===== src/rtl/sram_ctl_pkg.sv =====
// Package: shared state encoding and cycle-count helpers for the SRAM
// controller. Assumes all timing parameters are non-negative picoseconds.
package sram_ctl_pkg;

    localparam int LANES  = 2;
    localparam int DATA_W = 8 * LANES;

    typedef enum logic [2:0] {
        ST_IDLE,
        ST_ADDR,
        ST_RD,
        ST_TURN,
        ST_WE,
        ST_WD,
        ST_WREC
    } ctl_state_e;

    // Round a time up to whole clock periods, never below one cycle.
    function automatic int cycles_for(input int ps, input int period_ps);
        int c;
        c = (ps + period_ps - 1) / period_ps;
        if (c < 1) c = 1;
        return c;
    endfunction

    // Larger of two counts.
    function automatic int imax(input int a, input int b);
        return (a > b) ? a : b;
    endfunction

endpackage


===== src/rtl/sram_ctl_seq.sv =====
// Sequencer: walks each access through address, access and recovery
// phases, each lasting a parameter number of cycles. Assumes every count
// is at least one.
module sram_ctl_seq
    import sram_ctl_pkg::*;
#(
    parameter int CNT_W    = 2,
    parameter int AS_CYC   = 1,
    parameter int RD_CYC   = 2,
    parameter int WD_CYC   = 1,
    parameter int REC_CYC  = 1,
    parameter int TURN_CYC = 1
) (
    input  logic       clk,
    input  logic       rst_n,
    input  logic       req_valid,
    input  logic       req_write,
    output logic       idle,
    output ctl_state_e nxt_state,
    output logic       rd_last
);

    localparam logic [CNT_W-1:0] AS_LOAD   = CNT_W'(AS_CYC - 1);
    localparam logic [CNT_W-1:0] RD_LOAD   = CNT_W'(RD_CYC - 1);
    localparam logic [CNT_W-1:0] WD_LOAD   = CNT_W'(WD_CYC - 1);
    localparam logic [CNT_W-1:0] REC_LOAD  = CNT_W'(REC_CYC - 1);
    localparam logic [CNT_W-1:0] TURN_LOAD = CNT_W'(TURN_CYC - 1);

    ctl_state_e       state_q;
    logic [CNT_W-1:0] cnt_q, nxt_cnt;
    logic             wr_q, nxt_wr;
    logic             last;

    assign last    = (cnt_q == '0);
    assign idle    = (state_q == ST_IDLE);
    assign rd_last = (state_q == ST_RD) && last;

    // Next-state and phase-counter selection.
    always_comb begin
        nxt_state = state_q;
        nxt_wr    = wr_q;
        nxt_cnt   = last ? cnt_q : cnt_q - 1'b1;
        unique case (state_q)
            ST_IDLE: begin
                if (req_valid) begin
                    nxt_state = ST_ADDR;
                    nxt_cnt   = AS_LOAD;
                    nxt_wr    = req_write;
                end
            end
            ST_ADDR: begin
                if (last) begin
                    if (wr_q) begin
                        nxt_state = ST_WE;
                        nxt_cnt   = '0;
                    end else begin
                        nxt_state = ST_RD;
                        nxt_cnt   = RD_LOAD;
                    end
                end
            end
            ST_RD: begin
                if (last) begin
                    nxt_state = ST_TURN;
                    nxt_cnt   = TURN_LOAD;
                end
            end
            ST_TURN: begin
                if (last) nxt_state = ST_IDLE;
            end
            ST_WE: begin
                nxt_state = ST_WD;
                nxt_cnt   = WD_LOAD;
            end
            ST_WD: begin
                if (last) begin
                    nxt_state = ST_WREC;
                    nxt_cnt   = REC_LOAD;
                end
            end
            ST_WREC: begin
                if (last) nxt_state = ST_IDLE;
            end
            default: nxt_state = ST_IDLE;
        endcase
    end

    // State, counter and direction registers.
    always_ff @(posedge clk) begin
        if (!rst_n) begin
            state_q <= ST_IDLE;
            cnt_q   <= '0;
            wr_q    <= 1'b0;
        end else begin
            state_q <= nxt_state;
            cnt_q   <= nxt_cnt;
            wr_q    <= nxt_wr;
        end
    end

endmodule


===== src/rtl/sram_ctl_pins.sv =====
// Pin driver: registers every memory-side output from the sequencer's
// next state, so pins switch on the same edge as the state and never glitch.
// Assumes the request is latched on the accepting edge only.
module sram_ctl_pins
    import sram_ctl_pkg::*;
#(
    parameter int ADDR_W = 18
) (
    input  logic              clk,
    input  logic              rst_n,
    input  logic              accept,
    input  logic [ADDR_W-1:0] req_addr,
    input  logic [DATA_W-1:0] req_wdata,
    input  logic [LANES-1:0]  req_be,
    input  ctl_state_e        nxt_state,
    output logic [ADDR_W-1:0] mem_addr,
    output logic              mem_ce_n,
    output logic              mem_we_n,
    output logic              mem_oe_n,
    output logic [LANES-1:0]  lane_n,
    output logic [DATA_W-1:0] mem_dq_out,
    output logic              mem_dq_oe,
    output logic [LANES-1:0]  lat_be
);

    logic             ce_d, we_d, oe_d, drv_d, act_d;
    logic [LANES-1:0] lane_d;

    // Decode the control strobes for the upcoming phase.
    always_comb begin
        ce_d  = 1'b1;
        we_d  = 1'b1;
        oe_d  = 1'b1;
        drv_d = 1'b0;
        act_d = 1'b0;
        unique case (nxt_state)
            ST_RD: begin
                ce_d  = 1'b0;
                oe_d  = 1'b0;
                act_d = 1'b1;
            end
            ST_WE: begin
                ce_d  = 1'b0;
                we_d  = 1'b0;
                act_d = 1'b1;
            end
            ST_WD: begin
                ce_d  = 1'b0;
                we_d  = 1'b0;
                act_d = 1'b1;
                drv_d = 1'b1;
            end
            ST_WREC: drv_d = 1'b1;
            default: ;
        endcase
    end

    // One strobe per byte lane, low only while active and enabled.
    for (genvar i = 0; i < LANES; i++) begin : g_lane
        assign lane_d[i] = ~(act_d & lat_be[i]);
    end

    // Latch the accepted request.
    always_ff @(posedge clk) begin
        if (!rst_n) begin
            mem_addr   <= '0;
            mem_dq_out <= '0;
            lat_be     <= '0;
        end else if (accept) begin
            mem_addr   <= req_addr;
            mem_dq_out <= req_wdata;
            lat_be     <= req_be;
        end
    end

    // Register the strobes and the bus drive enable.
    always_ff @(posedge clk) begin
        if (!rst_n) begin
            mem_ce_n  <= 1'b1;
            mem_we_n  <= 1'b1;
            mem_oe_n  <= 1'b1;
            lane_n    <= '1;
            mem_dq_oe <= 1'b0;
        end else begin
            mem_ce_n  <= ce_d;
            mem_we_n  <= we_d;
            mem_oe_n  <= oe_d;
            lane_n    <= lane_d;
            mem_dq_oe <= drv_d;
        end
    end

endmodule


===== src/rtl/sram_ctl_rdcap.sv =====
// Read capture: samples the memory data bus at the end of the last read
// cycle, zeroes disabled lanes and raises a one-cycle valid pulse.
module sram_ctl_rdcap
    import sram_ctl_pkg::*;
(
    input  logic              clk,
    input  logic              rst_n,
    input  logic              rd_last,
    input  logic [LANES-1:0]  lat_be,
    input  logic [DATA_W-1:0] mem_dq_in,
    output logic              rsp_valid,
    output logic [DATA_W-1:0] rsp_rdata
);

    logic [DATA_W-1:0] masked;

    // Zero each lane whose enable was clear.
    for (genvar i = 0; i < LANES; i++) begin : g_mask
        assign masked[8*i +: 8] = lat_be[i] ? mem_dq_in[8*i +: 8] : 8'h00;
    end

    // Capture data and generate the response pulse.
    always_ff @(posedge clk) begin
        if (!rst_n) begin
            rsp_valid <= 1'b0;
            rsp_rdata <= '0;
        end else begin
            rsp_valid <= rd_last;
            if (rd_last) rsp_rdata <= masked;
        end
    end

endmodule


===== src/rtl/sram_ctl.sv =====
// Top: clocked request port to an asynchronous byte-lane SRAM. Converts
// picosecond limits into cycle counts at elaboration. Assumes the memory
// meets its limits when each phase lasts its rounded-up count of clocks.
module sram_ctl
    import sram_ctl_pkg::*;
#(
    parameter int ADDR_W          = 18,
    parameter int CLK_PS          = 5000,
    parameter int T_ADDR_SETUP_PS = 0,
    parameter int T_ADDR_ACC_PS   = 8000,
    parameter int T_OE_ACC_PS     = 4500,
    parameter int T_LANE_ACC_PS   = 4500,
    parameter int T_RD_CYCLE_PS   = 8000,
    parameter int T_WPULSE_PS     = 6500,
    parameter int T_ADDR_WEND_PS  = 6500,
    parameter int T_DSETUP_PS     = 5000,
    parameter int T_WREC_PS       = 0,
    parameter int T_WR_CYCLE_PS   = 8000,
    parameter int TURN_CYC        = 1
) (
    input  logic              clk,
    input  logic              rst_n,
    input  logic              req_valid,
    output logic              req_ready,
    input  logic              req_write,
    input  logic [ADDR_W-1:0] req_addr,
    input  logic [15:0]       req_wdata,
    input  logic [1:0]        req_be,
    output logic              rsp_valid,
    output logic [15:0]       rsp_rdata,
    output logic [ADDR_W-1:0] mem_addr,
    output logic              mem_ce_n,
    output logic              mem_we_n,
    output logic              mem_oe_n,
    output logic              mem_lb_n,
    output logic              mem_ub_n,
    output logic [15:0]       mem_dq_out,
    output logic              mem_dq_oe,
    input  logic [15:0]       mem_dq_in
);

    localparam int AS_CYC  = cycles_for(T_ADDR_SETUP_PS, CLK_PS);
    localparam int RD_CYC  = cycles_for(imax(imax(T_ADDR_ACC_PS, T_RD_CYCLE_PS),
                                             imax(T_OE_ACC_PS, T_LANE_ACC_PS)), CLK_PS);
    localparam int WP_CYC  = imax(imax(cycles_for(T_WPULSE_PS, CLK_PS),
                                       cycles_for(T_ADDR_WEND_PS, CLK_PS) - AS_CYC),
                                  1 + cycles_for(T_DSETUP_PS, CLK_PS));
    localparam int WD_CYC  = WP_CYC - 1;
    localparam int REC_CYC = imax(cycles_for(T_WREC_PS, CLK_PS),
                                  cycles_for(T_WR_CYCLE_PS, CLK_PS) - AS_CYC - WP_CYC);
    localparam int MAX_CYC = imax(imax(AS_CYC, RD_CYC),
                                  imax(imax(WP_CYC, REC_CYC), TURN_CYC));
    localparam int CNT_W   = imax(1, $clog2(MAX_CYC + 1));

    ctl_state_e       nxt_state;
    logic             idle, rd_last, accept;
    logic [LANES-1:0] lane_n, lat_be;

    assign req_ready = idle;
    assign accept    = req_valid & idle;
    assign mem_lb_n  = lane_n[0];
    assign mem_ub_n  = lane_n[1];

    sram_ctl_seq #(
        .CNT_W   (CNT_W),
        .AS_CYC  (AS_CYC),
        .RD_CYC  (RD_CYC),
        .WD_CYC  (WD_CYC),
        .REC_CYC (REC_CYC),
        .TURN_CYC(TURN_CYC)
    ) u_seq (
        .clk      (clk),
        .rst_n    (rst_n),
        .req_valid(req_valid),
        .req_write(req_write),
        .idle     (idle),
        .nxt_state(nxt_state),
        .rd_last  (rd_last)
    );

    sram_ctl_pins #(
        .ADDR_W(ADDR_W)
    ) u_pins (
        .clk       (clk),
        .rst_n     (rst_n),
        .accept    (accept),
        .req_addr  (req_addr),
        .req_wdata (req_wdata),
        .req_be    (req_be),
        .nxt_state (nxt_state),
        .mem_addr  (mem_addr),
        .mem_ce_n  (mem_ce_n),
        .mem_we_n  (mem_we_n),
        .mem_oe_n  (mem_oe_n),
        .lane_n    (lane_n),
        .mem_dq_out(mem_dq_out),
        .mem_dq_oe (mem_dq_oe),
        .lat_be    (lat_be)
    );

    sram_ctl_rdcap u_rdcap (
        .clk      (clk),
        .rst_n    (rst_n),
        .rd_last  (rd_last),
        .lat_be   (lat_be),
        .mem_dq_in(mem_dq_in),
        .rsp_valid(rsp_valid),
        .rsp_rdata(rsp_rdata)
    );

endmodule


===== config.mk =====
export PLATFORM = sky130hd
export DESIGN_NAME = sram_ctl
export DESIGN_NICKNAME = d
export VERILOG_FILES = /design/src/rtl/sram_ctl_pkg.sv /design/src/rtl/sram_ctl_seq.sv /design/src/rtl/sram_ctl_pins.sv /design/src/rtl/sram_ctl_rdcap.sv /design/src/rtl/sram_ctl.sv
export SDC_FILE = /design/constraint.sdc
export NUM_CORES = 1
export LEC_CHECK = 0
export ABC_CLOCK_PERIOD_IN_PS = 3900
export BUFFER_PORTS_ARGS = -buffer_cell sky130_fd_sc_hd__buf_2
export CORE_MARGIN = 5
export CORE_UTILIZATION = 49
export CTS_CLUSTER_DIAMETER = 120
export DETAILED_ROUTE_END_ITERATION = 12
export PLACE_DENSITY = 0.84
export SYNTH_ARGS = -nofsm -noshare
export SYNTH_HDL_FRONTEND = slang
export SYNTH_SLANG_ARGS = --single-unit

===== constraint.sdc =====
create_clock -name clk -period 3.9 [get_ports clk]
set_input_delay 0.585 -clock clk [delete_from_list [all_inputs] [get_ports clk]]
set_output_delay 0.585 -clock clk [all_outputs]
set_load 0.05 [all_outputs]

## After elaboration in Yosys (flattened, before gate mapping)

Cells that the tools add are included.

- Register bits: 65
- Input bits: 56
- Output and inout port bits: 58
- Word-level logic and storage cells: 58

- Add/subtract/negate cells: 1
- Equality and inequality tests: 10
- Muxes and demuxes: 20
- Bitwise gates (word level): 5
- Reductions and logical operators: 9

Operators by type and width:

| operator | count |
|---|---|
| $eq A3 B3 Y1 const B | 6 |
| $mux W3 | 6 |
| $pmux W3 S6 | 1 |
| $mux W8 | 2 |
| $eq A3 B2 Y1 const B | 3 |
| $mux W2 | 4 |
| $pmux W2 S4 | 1 |
| $reduce_or A2 Y1 | 4 |
| $mux W1 | 6 |
| $and A1 B1 Y1 | 3 |
| $eq A3 B1 Y1 const B | 1 |
| $logic_not A3 Y1 | 1 |
| $reduce_or A3 Y1 | 1 |
| $logic_not A2 Y1 | 1 |
| $not A1 Y1 | 2 |
| $reduce_and A2 Y1 | 1 |
| $sub A2 B1 Y2 const B | 1 |
| $logic_and A1 B1 Y1 | 1 |

## Longest topological paths before layout

- Depth in word-level cells: 8
- Depth in mapped cells: 7
- Depth with buffers taken out: 5

## Hierarchy

A second synthesis with hierarchy kept.

- Cells, all modules: 247
- Area, all modules: 2596.2 um^2

By module, submodules not included:

| module | times used | cells an instance | area each (um^2) | sequential area each (um^2) |
|---|---|---|---|---|
| sram_ctl_pins | 1 | 131 | 1571.5 | 840.8 |
| sram_ctl_rdcap | 1 | 75 | 698.2 | 340.3 |
| sram_ctl_seq | 1 | 40 | 320.3 | 120.1 |
| sram_ctl | 1 | 1 | 6.3 | 0.0 |

## Worst setup path before layout

Ideal clock, no wire load.

- Kind: reg-to-reg
- From: register u_seq.state_q[1]
- To: register u_pins.mem_dq_out[15]
- Setup time: 0.132 ns
- Arrival: 1.823 ns
- Data required time: 3.768 ns
- Path slack: 1.945 ns
- Stages on the path, launching flop included: 7
- Buffers on the path: 2
- Period minus slack after synthesis: 1.955 ns
- Cell sequence: dfxtp_1 buf_6 nor3_2 nand2_1 clkbuf_1 nand2_1 a21oi_1

- Longest elaborated chain between the ends: 2

Ends and longest elaborated chain:

| element | line | RTL |
|---|---|---|
| start, declared | sram_ctl_seq.sv:29 | `ctl_state_e state_q;` |
| start signal, assigned | sram_ctl_seq.sv:95 | `state_q <= nxt_state;` |
| $logic_not A3 Y1 | sram_ctl_seq.sv:35 | `assign idle = (state_q == ST_IDLE);` |
| net req_ready | sram_ctl.sv:24 | `output logic req_ready,` |
| $and A1 B1 Y1 | sram_ctl.sv:60 | `assign accept = req_valid & idle;` |
| end signal, assigned | sram_ctl_pins.sv:71 | `mem_dq_out <= req_wdata;` |
| end, declared | sram_ctl_pins.sv:21 | `output logic [DATA_W-1:0] mem_dq_out,` |

The timed path passes the listed nets, and every way through them passes these cells.
A chain may end at the register's enable or synchronous reset.

## Worst setup path in the final report

- From: register u_seq.state_q[2]
- To: register u_pins.mem_addr[11]

- Longest elaborated chain between the ends: 2

Ends and longest elaborated chain:

| element | line | RTL |
|---|---|---|
| $logic_not A3 Y1 | sram_ctl_seq.sv:35 |  |
| $and A1 B1 Y1 | sram_ctl.sv:60 |  |
| end signal, assigned | sram_ctl_pins.sv:70 | `mem_addr <= req_addr;` |
| end, declared | sram_ctl_pins.sv:16 | `output logic [ADDR_W-1:0] mem_addr,` |

Every way passes these cells.

==> flow_metrics.env <==
export IMPL_timing_setup_critical_path_class="reg -> reg"
export IMPL_place_hpwl_um=4230
export IMPL_ios=114
export IMPL_period_minus_slack_ps=2040
export IMPL_synth_top_cell_area_share=0.543
export IMPL_number_of_i_o_port_buffers=113
export IMPL_gp_congestion=0.824
export IMPL_ys_types=31
export IMPL_yosys_cell_count_top_type="nand2_1"
export IMPL_synth_async_reset_ratio=0
export IMPL_timing_rr_end="u_pins.mem_addr[11]$_SDFFE_PN0P_"
export IMPL_holdCritPathClass="reg -> reg"
export IMPL_fin_skew_ps=9.23
export IMPL_post_cts_resized_instances=0
export IMPL_cts_htree_levels=3
export IMPL_tightestPinTransition_ps=1180
export IMPL_placed_cell_count=447
export IMPL_first_global_vias=2067
export IMPL_synthCells=285
export IMPL_reg2reg_setup_slack_ps=1860
export IMPL_synthTopCellsByArea="dfxtp_1, nand2_1, a21oi_1, nand3_1, clkbuf_1"
export IMPL_fp_row_count=25
export IMPL_synth_flop_cell="dfxtp_1"
export IMPL_leakage_uw=0.00144
export IMPL_cts_hold_fix_buffers=0
export IMPL_cts_post_setup_buffers_inserted=0
export IMPL_placeableCoreArea_um2=4720
export IMPL_max_cap_violations=0
export IMPL_fmax_mhz=490
export IMPL_status="finished, final reports clean"
export IMPL_total_clock_buffers_created_by_cts=9
export IMPL_grt_start_max_net_pins=58
export IMPL_power_per_cell_area_nw_per_um2=559
export IMPL_final_hold_worst_slack_ps=449
export IMPL_post_route_cells_drive_above_1_share=0.353
export IMPL_die_boundary_width_um=79.9
export IMPL_route_antenna_remaining_nets=0
export IMPL_final_hold_violation_count=0
export IMPL_yosys_top_cells_count="nand2_1, dfxtp_1, a21oi_1"
export IMPL_avgViaCountPerCell=5.02
export IMPL_num_nets_final=447
export IMPL_post_layout_total_power_uw=1780
export IMPL_maximum_vdd_drop_v=0.000299
export IMPL_worstSkewPairLatency_ps=330
export IMPL_grt_pass1_wl_um=9560
export IMPL_critPathRequiredTime_ps=4160
export IMPL_setup_worst_path_end="u_pins.mem_addr[11]$_SDFFE_PN0P_"
export IMPL_routedWlPerCell_um=13.1
export IMPL_synthesis_area_per_instance_um2=8.41
export IMPL_slew_headroom=0.211
export IMPL_via_count=2315
export IMPL_clock_sinks=65
export IMPL_grt_overflow=0
export IMPL_diode_insertion_count_for_antenna_repair=0
export IMPL_fin_cells=461
export IMPL_critical_path_max_fanout=37
export IMPL_cts_clk_slew_worst_paths_ps=70
export IMPL_rsz0062_at_grt="false"
export IMPL_floorplan_die_area_um2=6390
export IMPL_number_of_antenna_violations_at_the_first_check_in_global_routing=0
export IMPL_synth_seq_area_share=0.543
export IMPL_synth_area_leader_cell="dfxtp_1"
export IMPL_worst_r2r_startpoint="u_seq.state_q[2]$_SDFF_PN0_"
export IMPL_kind_of_end_point_of_the_critical_path="flip-flop"
export IMPL_slew_viol_final=0
export IMPL_yosys_register_bits=65
export IMPL_drt_pass_1_iters=4
export IMPL_crit_path_start="u_seq.state_q[2]$_SDFF_PN0_"
export IMPL_dieHeight_um=79.9
export IMPL_timing_final_crit_share=0.524
export IMPL_synthesis_nets=341
export IMPL_gr_usage_all_layers=0.192
export IMPL_start_kind="flip-flop"
export IMPL_clk_root_buffer_cell="clkbuf_8"
export IMPL_setup_tns_final_ps=0
export IMPL_dr_first_iter_drc_count=110
export IMPL_drt_drc_violations_left=0
export IMPL_r2r_cells=4
export IMPL_initial_core_util=0.508
export IMPL_synth_warnings=0
export IMPL_totalWireLength_um=6020
export IMPL_post_synth_edffs=0
export IMPL_finalSetupViolCount=0
export IMPL_timing_critical_path_arrival_ps=2300
export IMPL_area_growth_pct=32.7
export IMPL_synthesized_cell_area_um2=2400
export IMPL_fillers=390
export IMPL_tritoncts="done"
export IMPL_cts_root_to_sink_buffers=2
-- flip-flops by register name, indices dropped and copies added, names as in the netlist --
| signal | cells |
|---|---|
| u_pins.mem_ce_n | 1 |
| u_seq.state_q | 3 |
| u_pins.lane_n | 2 |
| u_pins.lat_be | 2 |
| u_rdcap.rsp_rdata | 16 |
| u_pins.mem_dq_out | 16 |
| u_pins.mem_addr | 18 |
| u_seq.cnt_q | 2 |
| u_rdcap.rsp_valid | 1 |
| u_pins.mem_we_n | 1 |
| u_seq.wr_q | 1 |
| u_pins.mem_oe_n | 1 |
| u_pins.mem_dq_oe | 1 |
-- final cells by class --
| type | instances | area [µm²] | share of cell area |
|---|---|---|---|
| clock buffer | 11 | 151 | 0.0476 |
| clock inverter | 3 | 65.1 | 0.0204 |
| inverter | 3 | 11.3 | 0.00354 |
| multi-input combinational | 198 | 996 | 0.313 |
| sequential | 65 | 1300 | 0.409 |
| tap | 67 | 83.8 | 0.0263 |
| timing repair buffer | 114 | 573 | 0.180 |
-- power breakdown --
group          internal, µW  switching, µW
sequential              712           38.6
clock                   387            242
combinational           108            290
-- cell usage in the layout (no fill, tap or decap), drive strengths merged --
master  instances
o41ai           1
dfxtp          65
nor3            2
nand2          96
xnor2           1
a32o            1
nor2            6
buf           114
nor3b           2
nand3          18
nand2b          1
o21ai           4
mux2            1
a21oi          54
nor4            1
o2111a          1
nor2b           1
and3            1
clkinv          1
a211oi          3
clkbuf         11
bufinv          2
inv             3
and2            3
or4             1
-- worst min-delay path by stage --
stage                                                   from                            endpoint  slack [ps]  cells after the start
after detailed placement  u_rdcap.rsp_rdata[12]$_SDFFE_PN0P_  u_rdcap.rsp_rdata[12]$_SDFFE_PN0P_         440                      2
after global routing         u_pins.mem_addr[3]$_SDFFE_PN0P_     u_pins.mem_addr[3]$_SDFFE_PN0P_         470                      2
final                     u_rdcap.rsp_rdata[12]$_SDFFE_PN0P_  u_rdcap.rsp_rdata[12]$_SDFFE_PN0P_         450                      2
after CTS                 u_rdcap.rsp_rdata[12]$_SDFFE_PN0P_  u_rdcap.rsp_rdata[12]$_SDFFE_PN0P_         450                      2
after floorplan                      u_seq.wr_q$_SDFFE_PN0P_             u_seq.wr_q$_SDFFE_PN0P_         460                      2
after global placement     u_rdcap.rsp_rdata[4]$_SDFFE_PN0P_   u_rdcap.rsp_rdata[4]$_SDFFE_PN0P_         430                      2
-- cells by family (layout without fill, tap and decap cells) --
logic type | count (synthesis) | in the layout | synth area share
buffers and inverters | 22 | 131 | 0.0418
xor gates and xnor gates | 1 | 1 | 0.00365
and+or+nand+nor | 132 | 132 | 0.249
DFF | 65 | 65 | 0.543
AOI/OAI and AO/OA | 64 | 64 | 0.158
muxes | 1 | 1 | 0.00470
-- worst max-delay path: stages, from the launching register on --
cell	delay, ps
dfxtp_1	630
nor3_2	120
nand2_1	870
nand2_1	160
a21oi_1	180
-- layer usage --
metal / part of all wire / up-vias / track usage / wire length (µm)
met1: 0.42 / 1041 / 0.241 / 2500
met3: 0.12 / 9 / 0.0790 / 726
met4: 0.011 / 0 / 0.0726 / 68
met5: 0 / - / 0 / 0
met2: 0.45 / 110 / 0.292 / 2730
li1: - / 1155 / - / -
-- stage by stage --
step | util | setup slack, ps | cell area, µm²
global placement | 0.628 | 1960 | 2970
floorplan | - | 1940 | 2400
detailed placement | 0.628 | 1870 | 2970
CTS | 0.674 | 1840 | 3180
global route | 0.674 | 1630 | 3180
finish | 0.674 | 1860 | 3180
Power figures use the tool's default switching activity.
